===== src/rtl/wdg_pkg.sv =====
package wdg_pkg;

   // Key tracker state: waiting for the arming byte, or armed for the firing byte.
   typedef enum logic {
      KEY_IDLE  = 1'b0,
      KEY_ARMED = 1'b1
   } key_state_e;

endpackage


===== src/rtl/wdg_key_tracker.sv =====
module wdg_key_tracker
   import wdg_pkg::*;
#(
   parameter int unsigned          DATA_W   = 8,
   parameter logic [DATA_W-1:0]    ARM_KEY  = 8'h55,
   parameter logic [DATA_W-1:0]    FIRE_KEY = 8'hAA
) (
   input  logic              clk,
   input  logic              por_n,
   input  logic              clear,
   input  logic              wr,
   input  logic [DATA_W-1:0] data,
   output logic              restart
);

   key_state_e state_q;

   generate
      if (ARM_KEY == FIRE_KEY) begin : g_bad_keys
         $error("wdg_key_tracker: arming and firing keys must differ");
      end
   endgenerate

   always_ff @(posedge clk or negedge por_n) begin
      if (!por_n) begin
         state_q <= KEY_IDLE;
      end else if (clear) begin
         state_q <= KEY_IDLE;
      end else if (wr) begin
         if (data == ARM_KEY) begin
            state_q <= KEY_ARMED;
         end else begin
            state_q <= KEY_IDLE;
         end
      end
   end

   assign restart = !clear && wr && (state_q == KEY_ARMED) && (data == FIRE_KEY);

   // any write that is not the arming byte leaves the tracker idle
   a_r6_break_disarms: assert property (@(posedge clk) disable iff (!por_n)
      (wr && !clear && data != ARM_KEY) |=> (state_q == KEY_IDLE));

   // a clear always lands in idle, so no restart can follow without re-arming
   a_r11_clear_idle: assert property (@(posedge clk) disable iff (!por_n)
      clear |=> !restart || !(state_q == KEY_ARMED));

endmodule


===== src/rtl/wdg_down_counter.sv =====
module wdg_down_counter #(
   parameter int unsigned TIMEOUT_CYCLES = 1024
) (
   input  logic clk,
   input  logic por_n,
   input  logic clear,
   input  logic enable,
   input  logic restart,
   output logic expire
);

   localparam int unsigned CW = (TIMEOUT_CYCLES < 2) ? 1 : $clog2(TIMEOUT_CYCLES);
   localparam logic [CW-1:0] LOAD = CW'(TIMEOUT_CYCLES - 1);

   logic [CW-1:0] cnt_q;

   generate
      if (TIMEOUT_CYCLES < 2) begin : g_bad_timeout
         $error("wdg_down_counter: TIMEOUT_CYCLES must be at least 2");
      end
   endgenerate

   always_ff @(posedge clk or negedge por_n) begin
      if (!por_n) begin
         cnt_q <= LOAD;
      end else if (clear || restart) begin
         cnt_q <= LOAD;
      end else if (enable && (cnt_q != '0)) begin
         cnt_q <= cnt_q - 1'b1;
      end
   end

   assign expire = enable && !clear && !restart && (cnt_q == '0);

   // a completed key sequence reloads the full count
   a_r4_reload: assert property (@(posedge clk) disable iff (!por_n)
      restart |=> (cnt_q == LOAD));

   // with the block disabled and no reload, the count is frozen
   a_r2_hold: assert property (@(posedge clk) disable iff (!por_n)
      (!enable && !clear && !restart) |=> $stable(cnt_q));

   // while enabled and undisturbed, the count never rises
   a_r3_monotonic: assert property (@(posedge clk) disable iff (!por_n)
      (enable && !clear && !restart && cnt_q != '0) |=> (cnt_q == $past(cnt_q) - 1'b1));

endmodule


===== src/rtl/wdg_reset_pulse.sv =====
module wdg_reset_pulse #(
   parameter int unsigned RST_PULSE_CYCLES = 16
) (
   input  logic clk,
   input  logic por_n,
   input  logic expire,
   output logic rst_req,
   output logic rst_flag
);

   logic flag_q;

   generate
      if (RST_PULSE_CYCLES < 1) begin : g_bad_pulse
         $error("wdg_reset_pulse: RST_PULSE_CYCLES must be at least 1");
      end else if (RST_PULSE_CYCLES == 1) begin : g_single
         logic req_q;
         always_ff @(posedge clk or negedge por_n) begin
            if (!por_n) begin
               req_q <= 1'b0;
            end else begin
               req_q <= expire;
            end
         end
         assign rst_req = req_q;
      end else begin : g_counted
         localparam int unsigned PW = $clog2(RST_PULSE_CYCLES + 1);
         logic [PW-1:0] left_q;
         always_ff @(posedge clk or negedge por_n) begin
            if (!por_n) begin
               left_q <= '0;
            end else if (left_q != '0) begin
               left_q <= left_q - 1'b1;
            end else if (expire) begin
               left_q <= PW'(RST_PULSE_CYCLES);
            end
         end
         assign rst_req = (left_q != '0);

         // the remaining-length counter never exceeds the pulse length
         a_r9_len_bound: assert property (@(posedge clk) disable iff (!por_n)
            left_q <= PW'(RST_PULSE_CYCLES));
      end
   endgenerate

   always_ff @(posedge clk or negedge por_n) begin
      if (!por_n) begin
         flag_q <= 1'b0;
      end else if (expire) begin
         flag_q <= 1'b1;
      end
   end

   assign rst_flag = flag_q;

   // an expiry from the counter starts the pulse on the next edge
   a_r9_expire_pulse: assert property (@(posedge clk) disable iff (!por_n)
      expire |=> rst_req);

   // the flag is set whenever a pulse is running
   a_r9_flag_with_req: assert property (@(posedge clk) disable iff (!por_n)
      rst_req |-> rst_flag);

   // once set, the flag is kept until power-on reset
   a_r10_sticky: assert property (@(posedge clk) disable iff (!por_n)
      rst_flag |=> rst_flag);

endmodule


===== src/rtl/keyed_watchdog.sv =====
module keyed_watchdog #(
   parameter int unsigned       TIMEOUT_CYCLES   = 1024,
   parameter int unsigned       RST_PULSE_CYCLES = 16,
   parameter int unsigned       DATA_W           = 8,
   parameter logic [DATA_W-1:0] ARM_KEY          = 8'h55,
   parameter logic [DATA_W-1:0] FIRE_KEY         = 8'hAA
) (
   input  logic              clk,
   input  logic              por_n,
   input  logic              sys_rst_n,
   input  logic              wd_enable,
   input  logic              svc_wr,
   input  logic [DATA_W-1:0] svc_data,
   output logic              wd_rst_req,
   output logic              wd_rst_flag
);

   logic clear;
   logic restart;
   logic expire;

   generate
      if (DATA_W < 2) begin : g_bad_width
         $error("keyed_watchdog: DATA_W must be at least 2");
      end
   endgenerate

   // The block's own pulse reinitialises it, as does the system reset.
   assign clear = !sys_rst_n || wd_rst_req;

   wdg_key_tracker #(
      .DATA_W   (DATA_W),
      .ARM_KEY  (ARM_KEY),
      .FIRE_KEY (FIRE_KEY)
   ) i_tracker (
      .clk     (clk),
      .por_n   (por_n),
      .clear   (clear),
      .wr      (svc_wr),
      .data    (svc_data),
      .restart (restart)
   );

   wdg_down_counter #(
      .TIMEOUT_CYCLES (TIMEOUT_CYCLES)
   ) i_counter (
      .clk     (clk),
      .por_n   (por_n),
      .clear   (clear),
      .enable  (wd_enable),
      .restart (restart),
      .expire  (expire)
   );

   wdg_reset_pulse #(
      .RST_PULSE_CYCLES (RST_PULSE_CYCLES)
   ) i_pulse (
      .clk      (clk),
      .por_n    (por_n),
      .expire   (expire),
      .rst_req  (wd_rst_req),
      .rst_flag (wd_rst_flag)
   );

   // a disabled watchdog cannot start a reset pulse
   a_r2_quiet: assert property (@(posedge clk) disable iff (!por_n)
      (!wd_enable && !wd_rst_req) |=> !wd_rst_req);

endmodule


===== config.mk =====
export PLATFORM = sky130hd
export DESIGN_NAME = keyed_watchdog
export DESIGN_NICKNAME = d
export VERILOG_FILES = /design/src/rtl/wdg_pkg.sv /design/src/rtl/wdg_key_tracker.sv /design/src/rtl/wdg_down_counter.sv /design/src/rtl/wdg_reset_pulse.sv /design/src/rtl/keyed_watchdog.sv
export SDC_FILE = /design/constraint.sdc
export NUM_CORES = 1
export LEC_CHECK = 0
export BUFFER_PORTS_ARGS = -buffer_cell sky130_fd_sc_hd__buf_4
export CAP_MARGIN = 5
export CORE_UTILIZATION = 49
export CTS_CLUSTER_SIZE = 14
export DETAILED_ROUTE_END_ITERATION = 7
export PLACE_DENSITY = 0.73
export SYNTH_ARGS = -nofsm -noshare
export SYNTH_HDL_FRONTEND = slang
export SYNTH_SLANG_ARGS = --single-unit

===== constraint.sdc =====
create_clock -name clk -period 2.1 [get_ports clk]
set_clock_uncertainty 0.2 [all_clocks]
set_input_delay 0.105 -clock clk [delete_from_list [all_inputs] [get_ports clk]]
set_output_delay 0.105 -clock clk [all_outputs]
set_load 0.005 [all_outputs]

# Yosys cells after proc, flatten, opt, wreduce, memory -nomap -nowiden
# Cells that the tools add are included.
[op_classes] n_reduce_logical=18 add_sub_neg=2 eq_ne=2 mux=7
[op_table] op="$mux W10" n=2
[op_table] op="$logic_not A10 Y1" n=1
[op_table] op="$mux W5" n=2
[op_table] op="$reduce_bool A10 Y1" n=1
[op_table] op="$sub A10 B1 Y10 const B" n=1
[op_table] op="$eq A8 B7 Y1 const B" n=1
[op_table] op="$eq A8 B8 Y1 const B" n=1
[op_table] op="$logic_and A1 B1 Y1" n=7
[op_table] op="$reduce_bool A2 Y1" n=3
[op_table] op="$reduce_bool A5 Y1" n=1
[op_table] op="$sub A5 B1 Y5 const B" n=1
[op_table] op="$logic_not A1 Y1" n=3
[op_table] op="$mux W1" n=3
[op_table] op="$logic_or A1 B1 Y1" n=2
[totals] output_inout_bits=2 regBits=17 in_bits=13 elab_cells=33

# Longest topological paths before layout
# Gate-level depths: netlist (run 1).
[depth] ltp_word=11 mapped_depth=6 ltp_nobuf=6

# Hierarchy
# From an unflattened synthesis (run 1), not the netlist that was laid out.
[hier_totals] hier_cells=93 hier_area_um2=958.4
[modules_own_cells] module="wdg_down_counter" area_each_um2=556.8 seq_area_each_um2=262.8 cells_per_inst=56 n_inst=1
[modules_own_cells] module="wdg_reset_pulse" area_each_um2=291.5 seq_area_each_um2=150.1 cells_per_inst=26 n_inst=1
[modules_own_cells] module="wdg_key_tracker" area_each_um2=103.8 seq_area_each_um2=25.0 cells_per_inst=10 n_inst=1
[modules_own_cells] module="keyed_watchdog" area_each_um2=6.3 seq_area_each_um2=0.0 cells_per_inst=1 n_inst=1

# Worst setup path before layout (run 1)
# No wires, ideal clock.
[synth_path] path_kind="register to register" from="register i_pulse.g_counted.left_q[0]" to="register i_pulse.g_counted.left_q[0]" n_path_buf=0 t_required_ps=1757 synth_period_minus_slack_ps=2101 setup_ps=143 arrival_time_ps=1758 path_stages_with_launch=7 setup_slack_ps=-1 path_cell_list="dfrtp_1 -> inv_1 -> ha_1 -> nor4b_2 -> nand2_1 -> nor4_1 -> o21ai_0"
[synth_via] elab_chain_cells=10 word_cells_on_any_way=13 classes_between="1 x add/sub; 1 x mux; 11 x reduce/logical"
[synth_lines] element="start, declared" line_no="wdg_reset_pulse.sv:28" source="logic [PW-1:0] left_q;"
[synth_lines] element="start signal, assigned" line_no="wdg_reset_pulse.sv:33" source="left_q <= left_q - 1'b1;"
[synth_lines] element="start signal, assigned" line_no="wdg_reset_pulse.sv:35" source="left_q <= PW'(RST_PULSE_CYCLES);"
[synth_lines] element="$reduce_bool A5 Y1" line_no="wdg_reset_pulse.sv:32, wdg_reset_pulse.sv:38"
[synth_lines] element="$logic_or A1 B1 Y1" line_no="keyed_watchdog.sv:29" source="assign clear = !sys_rst_n || wd_rst_req;"
[synth_lines] element="$logic_not A1 Y1" line_no="wdg_key_tracker.sv:38, wdg_down_counter.sv:33"
[synth_lines] element="$logic_and A1 B1 Y1 (3 in series)" line_no="wdg_key_tracker.sv:38" source="assign restart = !clear && wr && (state_q == KEY_ARMED) && (data == FIRE_KEY);"
[synth_lines] element="$logic_not A1 Y1" line_no="wdg_down_counter.sv:33" source="assign expire = enable && !clear && !restart && (cnt_q == '0);"
[synth_lines] element="$logic_and A1 B1 Y1 (2 in series)" line_no="wdg_down_counter.sv:33"
[synth_lines] element="$reduce_bool A2 Y1 (no source line)"
# Parallel ways exist; a longest one is shown, timed or not.
# A chain may end at the register's enable or synchronous reset.

# Worst setup path after layout (run 1)
[layout_path] from="input port svc_wr" to="register i_tracker.state_q"
[layout_via] elab_chain_cells=1
[layout_lines] element="start, declared" line_no="keyed_watchdog.sv:12" source="input logic svc_wr,"
[layout_lines] element="$reduce_bool A2 Y1 (no source line)"
[layout_lines] element="end signal, assigned" line_no="wdg_key_tracker.sv:26" source="state_q <= KEY_IDLE;"
[layout_lines] element="end signal, assigned" line_no="wdg_key_tracker.sv:28" source="state_q <= KEY_IDLE;"
[layout_lines] element="end signal, assigned" line_no="wdg_key_tracker.sv:31" source="state_q <= KEY_ARMED;"
[layout_lines] element="end, declared" line_no="wdg_key_tracker.sv:16" source="key_state_e state_q;"
# Every way passes these cells.

==> results of run 1 <==
[layout make-up]
class                   count  area (um2)  share of cell area
multi-input cells          71       529.3              0.4205
flip-flops and latches     17       437.9              0.3479
repair buffers             26       210.2              0.1670
well taps                  25       31.28             0.02485
clock buffers               3       22.52             0.01789
inverters                   6       22.52             0.01789
clock inverters             1       5.005            0.003976
[metal layers]
metal | vias to the layer above | global-route usage | wire length (um)
met4 | 0 | 0.09412 | 36
met5 | - | 0 | 0
met2 | 22 | 0.3889 | 986
met3 | 5 | 0.04706 | 92
met1 | 391 | 0.2330 | 890
li1 | 401 | - | -
[repair_timing]
| action | 4_1_cts | 5_1_grt |
|---|---|---|
| hold endpoints to repair | 20 | 0 |
| hold buffers | 6 | 0 |
| setup buffers | 0 | 1 |
| setup endpoints to repair | 0 | 2 |
| gates resized for setup | 0 | 4 |
[critical path: cells and delay by family]
kind | cells | cell delay (ns)
buffers and inverters | 4 | 1.79
and+or+nand+nor | 1 | 0.05
AOI/OAI and AO/OA | 1 | 0.05
[stage by stage]
step / area, um2 / util / instances
finish: 1259 / 0.7060 / 149
global route: 1259 / 0.7060 / 149
CTS: 1236 / 0.6933 / 148
detailed placement: 1149 / 0.6442 / 138
global placement: 1149 / 0.6442 / 138
floorplan: 979.7 / - / 95
[logic make-up after synthesis]
family | after synthesis | synth area share
XOR/XNOR | 5 | 0.04511
buffers and inverters | 7 | 0.02834
flip-flops | 17 | 0.4510
multiplexers | 1 | 0.01031
adder cells (fa/ha/maj) | 4 | 0.05155
AO/OA/AOI/OAI | 12 | 0.08247
AND/OR/NAND/NOR | 49 | 0.3312
[sequential cells by signal, indices dropped and copies added, names as in the netlist]
name                      cells
i_counter.cnt_q              10
i_pulse.g_counted.left_q      5
i_pulse.rst_flag              1
i_tracker.state_q             1
[worst max path at each step]
stage / endpoint / slack [ns] / cells past startpoint
floorplan: i_pulse.g_counted.left_q[0] / 0.12 / 6
global placement: i_counter.cnt_q[1] / 0.09 / 4
detailed placement: i_counter.cnt_q[9] / 0.05 / 4
CTS: i_counter.cnt_q[1] / 0.04 / 4
global route: i_tracker.state_q / 0.004 / 6
finish: i_tracker.state_q / 0.1 / 6
[placed cells by master (no fill, tap or decap), types with 2 or more instances in the layout]
cell type	synthesis	routed
dfstp_2	10	10
ha_1	4	4
or3_1	4	4
clkbuf_4	0	3
nand2_1	11	10
nand2b_1	2	2
dlygate4sd3_1	0	6
o31ai_1	3	2
nor4_1	3	3
o211ai_1	3	3
nand2b_4	2	2
dfrtp_1	7	7
nand3_1	7	7
nor4bb_1	2	2
nor4b_4	1	2
xor2_1	2	2
nor3_1	3	3
xnor2_1	3	3
inv_1	6	6
nor2_1	4	4
or3_2	2	2
o21ai_0	3	3
buf_4	0	20
[report_power, final]
part | internal [uW] | total [uW] | leakage [uW] | switching [uW]
registers | 335 | 340 | 0.000203 | 4.79
clock network | 71.0 | 174 | 0.0000177 | 103
logic | 35.6 | 64.5 | 0.000354 | 28.9
total | 442 | 579 | 0.000575 | 137
==> reports/qor.yml, run 1 <==
floorplan:
  fp.dieW_um: 46.52
  core_um2: 1783
  start_util: 0.5446
  die_h_um: 46.52
  die-area_um2: 2164
  io-pin-count: 15
  num_rows: 15
synthesis:
  yosysMostFrequentCell: "nand2_1"
  synth_common_cells: "11 x nand2_1, 10 x dfstp_2, 7 x dfrtp_1, 7 x nand3_1, 6 x inv_1"
  ys.flop_type: "dfstp_2"
  syn_nets: 112
  synth_top_area_cell: "dfstp_2"
  synthDistinctLibCells: 33
  ys_seq_area_frac: 0.4510
  yosys_warnings: 0
  avgSynthCellArea_um2: 10.22
  postSynthRegisterBits: 17
  synth_area_um2: 970.9
  synth_top_area_share: 0.2706
  syn_inst: 95
  synthTopCellsByArea: "dfstp_2 27%, dfrtp_1 18%, ha_1 5.2%"
  async_flop_share: 1.000
  synth-edff-count: 0
min_path:
  hold_path_class: "input port to flop"
  worstHoldStart: "svc_data[6]"
  min_path_cells: 5
  worstHoldEndpoint: "i_counter.cnt_q[1]"
setup_path:
  crit_top_cell: "dlygate4sd3_1"
  critPathKind: "input port to flop"
  rr_startpoint: "i_pulse.g_counted.left_q[0]"
  slowest_delay_ns: 0.56
  reg2reg_to: "i_tracker.state_q"
  cp_cell_sequence: "dlygate4sd3_1, buf_4, nand3_1, dlygate4sd3_1, a21oi_2, dlygate4sd3_1"
  cp-startpoint: "svc_wr"
  worst_r2r_path_depth: 6
  crit_required_ns: 2.09
  worstPathArrival_ns: 1.99
  cp_max_fo: 3
  r2r_slack_ns: 0.12
  cp-end-kind: "flop"
  startpoint_type: "input port"
  critical_path.slowest_cell: "dlygate4sd3_1"
layout:
  final_nets: 142
  drive_above_1_share: 0.3710
  num_antenna_cells: 0
  fillCellCount: 144
  area_growth_pct: 29.64
clock_tree:
  path_clk_slew_ns: 0.10
  cts_tree: "yes"
  clkSinkCount: 17
  cts_buffers: 3
  htreeDepth: 1
  cts_max_path_buffers: 2
  root_buffer: "clkbuf_4"
  clk_latency_ns: 0.30
timing:
  fin_crit_ns: 2.000
  rsz0062_at_grt: "false"
  relSlewSlack: 0.7214
  finalHoldViolCount: 0
  fin_hold_ws_ns: 0.04326
  max_freq_mhz: 499.9
  finalSetupViolCount: 0
  setup_slack_ns: 0.09961
  final_max_slew_viol_count: 0
  setup_tns_ns: 0
  period_share: 0.9526
  worst_slew_pin_slew_ns: 0.4140
placement:
  place_ws_ns: 0.05396
  port_buffers: 14
  gp_congestion: 0.8454
  hpwl_um: 1452
power:
  power_density_nw_per_um2: 459.9
  leakage_uw: 0.0005751
  ir_drop_mv: 0.3309
  total_power_uw: 578.9
drt:
  drtIter0Drc: 13
  drtPass1Iterations: 4
  antenna_left: 0
  num_vias: 819
  routed_wirelength_um: 2006
  wl_per_cell_um: 13.46
  viasPerCell: 5.497
  route.detailed.drc: 0
global_routing:
  grt_pass1_vias: 810
  track_usage: 0.2143
  grt_antenna_before_repair: 0
  grt_max_degree: 12
  grt-ovfl-total: 0
  grt_pass1_wl_um: 3201
run:
  cap_violations: 0
status:
  status: "finished clean"
No activity file was read; power rests on OpenSTA's default activity.
==> inputs of run 2 (changes only) <==
Settings changed: CORE_MARGIN set to 3.
==> reports/qor.yml, run 2 (synthesis results as in run 1) <==
drt:
  antenna_left: 0
  route.detailed.drc: 0
  routed_wirelength_um: 2058
  viasPerCell: 5.584
  drtIter0Drc: 27
  drtPass1Iterations: 5
  wl_per_cell_um: 13.81
  num_vias: 832
setup_path:
  crit_required_ns: 2.15
  cp_max_fo: 5
  worstPathArrival_ns: 2.05
  startpoint_type: "flop"
  critPathKind: "flop to flop"
  cp-end-kind: "flop"
timing:
  finalHoldViolCount: 0
  max_freq_mhz: 500.7
  fin_crit_ns: 1.997
  finalSetupViolCount: 0
  period_share: 0.9511
  relSlewSlack: 0.6527
  fin_hold_ws_ns: 0.06777
  setup_slack_ns: 0.1026
  final_max_slew_viol_count: 0
  setup_tns_ns: 0
  rsz0062_at_grt: "false"
  worst_slew_pin_slew_ns: 0.5162
power:
  sequentialPowerShare: 0.578
  leakage_uw: 0.0005690
  swShare: 0.2454
  switching_power_uw: 144.6
  intPower_uw: 444.6
  combinationalPowerShare: 0.113
  ir_drop_mv: 0.4404
  power_density_nw_per_um2: 467.1
  clkPwrFrac: 0.310
status:
  status: "finished clean"
floorplan:
  die-area_um2: 2552
  fp.dieW_um: 50.52
  start_util: 0.5389
  core_um2: 1802
  die_h_um: 50.52
  num_rows: 15
  io-pin-count: 15
placement:
  postPlaceCellArea_um2: 1149
  place_ws_ns: 0.09424
  hpwl_um: 1513
  port_buffers: 14
  gp_congestion: 0.7610
clock_tree:
  clk_latency_ns: 0.30
  root_buffer: "clkbuf_4"
  cts_buffers: 3
  path_clk_slew_ns: 0.11
  cts_max_path_buffers: 2
  clkSinkCount: 17
  cts_tree: "yes"
  htreeDepth: 1
layout:
  final_nets: 142
  drive_above_1_share: 0.3790
  num_antenna_cells: 0
  largest-register: "i_counter.cnt_q"
  final_cell_mix: "20 x buf_4, 10 x nand2_1, 10 x dfstp_2"
  final_common_cell: "buf_4"
  area_growth_pct: 29.90
  finalInstanceArea_um2: 1261
  largest_register_ffs: 10
  largestRegisters: "i_counter.cnt_q x10, i_pulse.g_counted.left_q x5"
global_routing:
  track_usage: 0.2055
  grt_max_degree: 12
  grt-ovfl-total: 0
  grt_pass1_wl_um: 3912
  grt_antenna_before_repair: 0
  grt_pass1_vias: 868
min_path:
  hold_path_class: "input port to flop"
run:
  cap_violations: 0
[run 2: changes by cell type in the layout (fill, tap and decap cells not counted), sizes merged]
cell,before,now
clkinvlp,0,1
clkinv,1,0
[run 2: power groups by stage]
stage,Combinational (uW),Sequential (uW),Clock [uW]
6_report,66.3,340,182
5_1_grt,73.3,341,212
4_1_cts,65.0,340,195
3_5_place_dp,58.6,346,0
3_3_place_gp,55.5,346,0
2_1_floorplan,25.2,344,0
[run 2: worst paths after layout]
| path | startpoint | slack (ns) | end | cells past startpoint |
|---|---|---|---|---|
| setup / recovery | i_counter.cnt_q[6] | 0.10 | i_counter.cnt_q[1] | 4 |
| hold / removal | svc_data[6] | 0.07 | i_counter.cnt_q[1] | 5 |
| setup reg to reg | i_counter.cnt_q[6] | 0.10 | i_counter.cnt_q[1] | 4 |
| hold reg to reg | i_pulse.rst_flag | 0.28 | i_pulse.rst_flag | 1 |
| max in group asynchronous | por_n | 0.75 | i_pulse.g_counted.left_q[4] | 3 |
| min in group asynchronous | por_n | 0.16 | i_counter.cnt_q[1] | 2 |
[run 2: per-stage QoR]
stage | util | instances | power (uW)
2_1_floorplan | - | 95 | 369.3
3_3_place_gp | 0.6375 | 138 | 401.4
3_5_place_dp | 0.6375 | 138 | 404.4
4_1_cts | 0.6875 | 148 | 600.4
5_1_grt | 0.7000 | 149 | 626.2
6_report | 0.7000 | 149 | 589.1
[run 2: worst max-delay path: stages, from the launching register on]
cell	delay (ns)
dfstp_2	0.40
or4_4	0.55
o31ai_1	0.42
mux2i_1	0.24
nand2b_4	0.14
[run 2: area by class of cell]
class / instances / area (um2)
Fill cell: 155 / 540.5
Multi-Input combinational cell: 71 / 529.3
Sequential cell: 17 / 437.9
Timing Repair Buffer: 26 / 210.2
Tap cell: 25 / 31.28
Clock buffer: 3 / 22.52
Inverter: 6 / 22.52
Clock inverter: 1 / 7.507
[run 2: metal layers]
metal,share of wire,up-vias,GRT usage
li1,-,406,-
met4,0.0068,0,0.04036
met2,0.49,26,0.3457
met1,0.43,398,0.2576
met5,0,-,0
met3,0.067,2,0.06825
[run 2: timing repair]
| action | in CTS | in global routing |
|---|---|---|
| buffers inserted | 0 | 1 |
| hold buffers | 6 | 0 |
| setup endpoints to repair | 0 | 7 |
| gates resized for setup | 0 | 5 |
| hold endpoints to repair | 22 | 0 |
==> inputs of run 3 (changes only) <==
Settings changed: ABC_AREA set to 1, CORE_UTILIZATION 49 to 50, PLACE_DENSITY 0.73 to 0.74.
==> reports/qor.yml, run 3 <==
status:
  status: "finished clean"
floorplan:
  num_rows: 16
  start_util: 0.5489
  die_h_um: 53.11
  fp.dieW_um: 53.11
  core_um2: 2022
  die-area_um2: 2821
  io-pin-count: 15
layout:
  largestRegisters: "i_counter.cnt_q x10, i_pulse.g_counted.left_q x5"
  final_cells: 203
  num_antenna_cells: 0
  fillCellCount: 180
  final_nets: 194
  finalInstanceArea_um2: 1360
  largest_register_ffs: 10
  drive_above_1_share: 0.2500
  area_growth_pct: 22.55
  final_common_cell: "nand2_1"
  largest-register: "i_counter.cnt_q"
  final_cell_mix: "39 x nand2_1, 21 x nor2_1, 21 x nand3_1"
clock_tree:
  cts_max_path_buffers: 2
  clkSinkCount: 17
  path_clk_slew_ns: 0.09
  clk_latency_ns: 0.29
  htreeDepth: 1
  root_buffer: "clkbuf_4"
  cts_tree: "yes"
  cts_buffers: 3
global_routing:
  grt_pass1_vias: 918
  grt_antenna_before_repair: 0
  grt_pass1_wl_um: 3864
  grt_max_degree: 18
  track_usage: 0.1878
  grt-ovfl-total: 0
timing:
  setup_slack_ns: 0.1361
  setup_tns_ns: 0
  fin_hold_ws_ns: 0.008394
  rsz0062_at_grt: "false"
  finalSetupViolCount: 0
  fin_crit_ns: 1.964
  worst_slew_pin_slew_ns: 0.2277
  finalHoldViolCount: 0
  final_max_slew_viol_count: 0
  relSlewSlack: 0.8476
  period_share: 0.9352
  max_freq_mhz: 509.2
setup_path:
  critPathKind: "flop to flop"
  cp-end-kind: "flop"
  slowest_delay_ns: 0.55
  worst_r2r_path_depth: 7
  worstPathArrival_ns: 2.00
  crit_required_ns: 2.13
  cp_max_fo: 8
  path_buf_inv: 3
  critical_path.slowest_cell: "dlygate4sd3_1"
  cp_num_cells: 7
  cp_cell_sequence: "inv_1, ha_2, nand3_4, inv_6, o211ai_1, a21oi_1, dlygate4sd3_1"
  startpoint_type: "flop"
  path_delay_family: "buffers and inverters"
synthesis:
  async_flop_share: 1.000
  synthAdderAreaFrac: 0.04510
  syn_inst: 148
  synth_area_um2: 1110
  ys.flop_type: "dfstp_2"
  synth-simple-area-share: 0.3968
  avgSynthCellArea_um2: 7.499
  synth_top_area_share: 0.2368
  synth_top_area_cell: "dfstp_2"
  yosys_warnings: 0
  postSynthRegisterBits: 17
  synthTopCellsByArea: "dfstp_2 24%, dfrtp_1 16%, nand2_1 13%"
  yosysMostFrequentCell: "nand2_1"
  synth_compound_area_frac: 0.04397
  synth_common_cells: "39 x nand2_1, 21 x nand3_1, 21 x nor2_1"
  synth-xor-area-share: 0.02368
  synthDistinctLibCells: 23
  synth_top_family_by_area: "simple AND/OR/NAND/NOR gates"
  ys_seq_area_frac: 0.3946
  syn_nets: 165
  synth-edff-count: 0
  muxShareOfSynthArea: 0
placement:
  postPlaceCellArea_um2: 1234
  place_ws_ns: 0.1650
  placedCellCount: 188
  port_buffers: 14
  gp_congestion: 0.8793
  hpwl_um: 1732
drt:
  wl_per_cell_um: 11.14
  num_vias: 1019
  viasPerCell: 5.020
  antenna_left: 0
  drtPass1Iterations: 4
  drtIter0Drc: 13
  route.detailed.drc: 0
  routed_wirelength_um: 2262
power:
  power_density_nw_per_um2: 463.9
  ir_drop_mv: 0.4474
  leakage_uw: 0.0007094
run:
  cap_violations: 0
min_path:
  hold_path_class: "input port to asynchronous set/reset pin"
==> run 3: layout make-up <==
cell class / count / area [um2] / area share
tap: 27 / 33.78 / 0.02484
multi-input combinational: 108 / 568.0 / 0.4177
timing repair buffer: 26 / 210.2 / 0.1546
inverter: 21 / 83.83 / 0.06164
clock buffer: 4 / 26.28 / 0.01932
sequential: 17 / 437.9 / 0.3220
==> run 3: worst paths after layout <==
kind                                             start                     endpoint  slack [ns]
setup / recovery           i_pulse.g_counted.left_q[0]            i_tracker.state_q        0.14
hold / removal                                   por_n  i_pulse.g_counted.left_q[1]       0.008
setup reg to reg           i_pulse.g_counted.left_q[0]            i_tracker.state_q        0.14
hold reg to reg                       i_pulse.rst_flag             i_pulse.rst_flag        0.28
max in group asynchronous                        por_n             i_pulse.rst_flag        0.97
min in group clk                           svc_data[5]           i_counter.cnt_q[6]        0.18
==> run 3: worst reg2reg max path: cells and delay by family (launching register included) <==
kind	cells	cell delay, ns
AND/OR/NAND/NOR	1	0.10
AO/OA/AOI/OAI	2	0.22
buffers and inverters	3	0.78
adder cells (fa/ha/maj)	1	0.21
flip-flops	1	0.39
==> run 3: stage by stage <==
step                        util  total power, uW
after floorplan                -            408.1
after global placement    0.6101            440.5
after detailed placement  0.6101            443.9
after CTS                 0.6528            630.3
after global routing      0.6726            666.8
final                     0.6726            631.0
==> run 3: routing by layer <==
layer | share of wire | track usage
met5 | 0 | 0
met4 | 0.0093 | 0.07660
met3 | 0.026 | 0.02535
met2 | 0.49 | 0.3182
met1 | 0.48 | 0.2378
==> run 3: power breakdown <==
part	internal, uW	switching, uW	leakage (uW)
registers	347	9.10	0.000197
clock network	73.9	103	0.0000150
logic	47.3	50.8	0.000497
==> run 3: timing repair <==
item	4_1_cts	5_1_grt
hold buffers	6	0
buffers inserted	0	5
setup endpoints to repair	0	7
hold endpoints to repair	27	0
resized for setup	0	1
==> run 3: kinds of logic after synthesis <==
group / after synthesis
adder cells (fa/ha/maj): 4
AO/OA/AOI/OAI: 7
AND/OR/NAND/NOR: 94
buffers and inverters: 23
XOR/XNOR: 3
flip-flops: 17
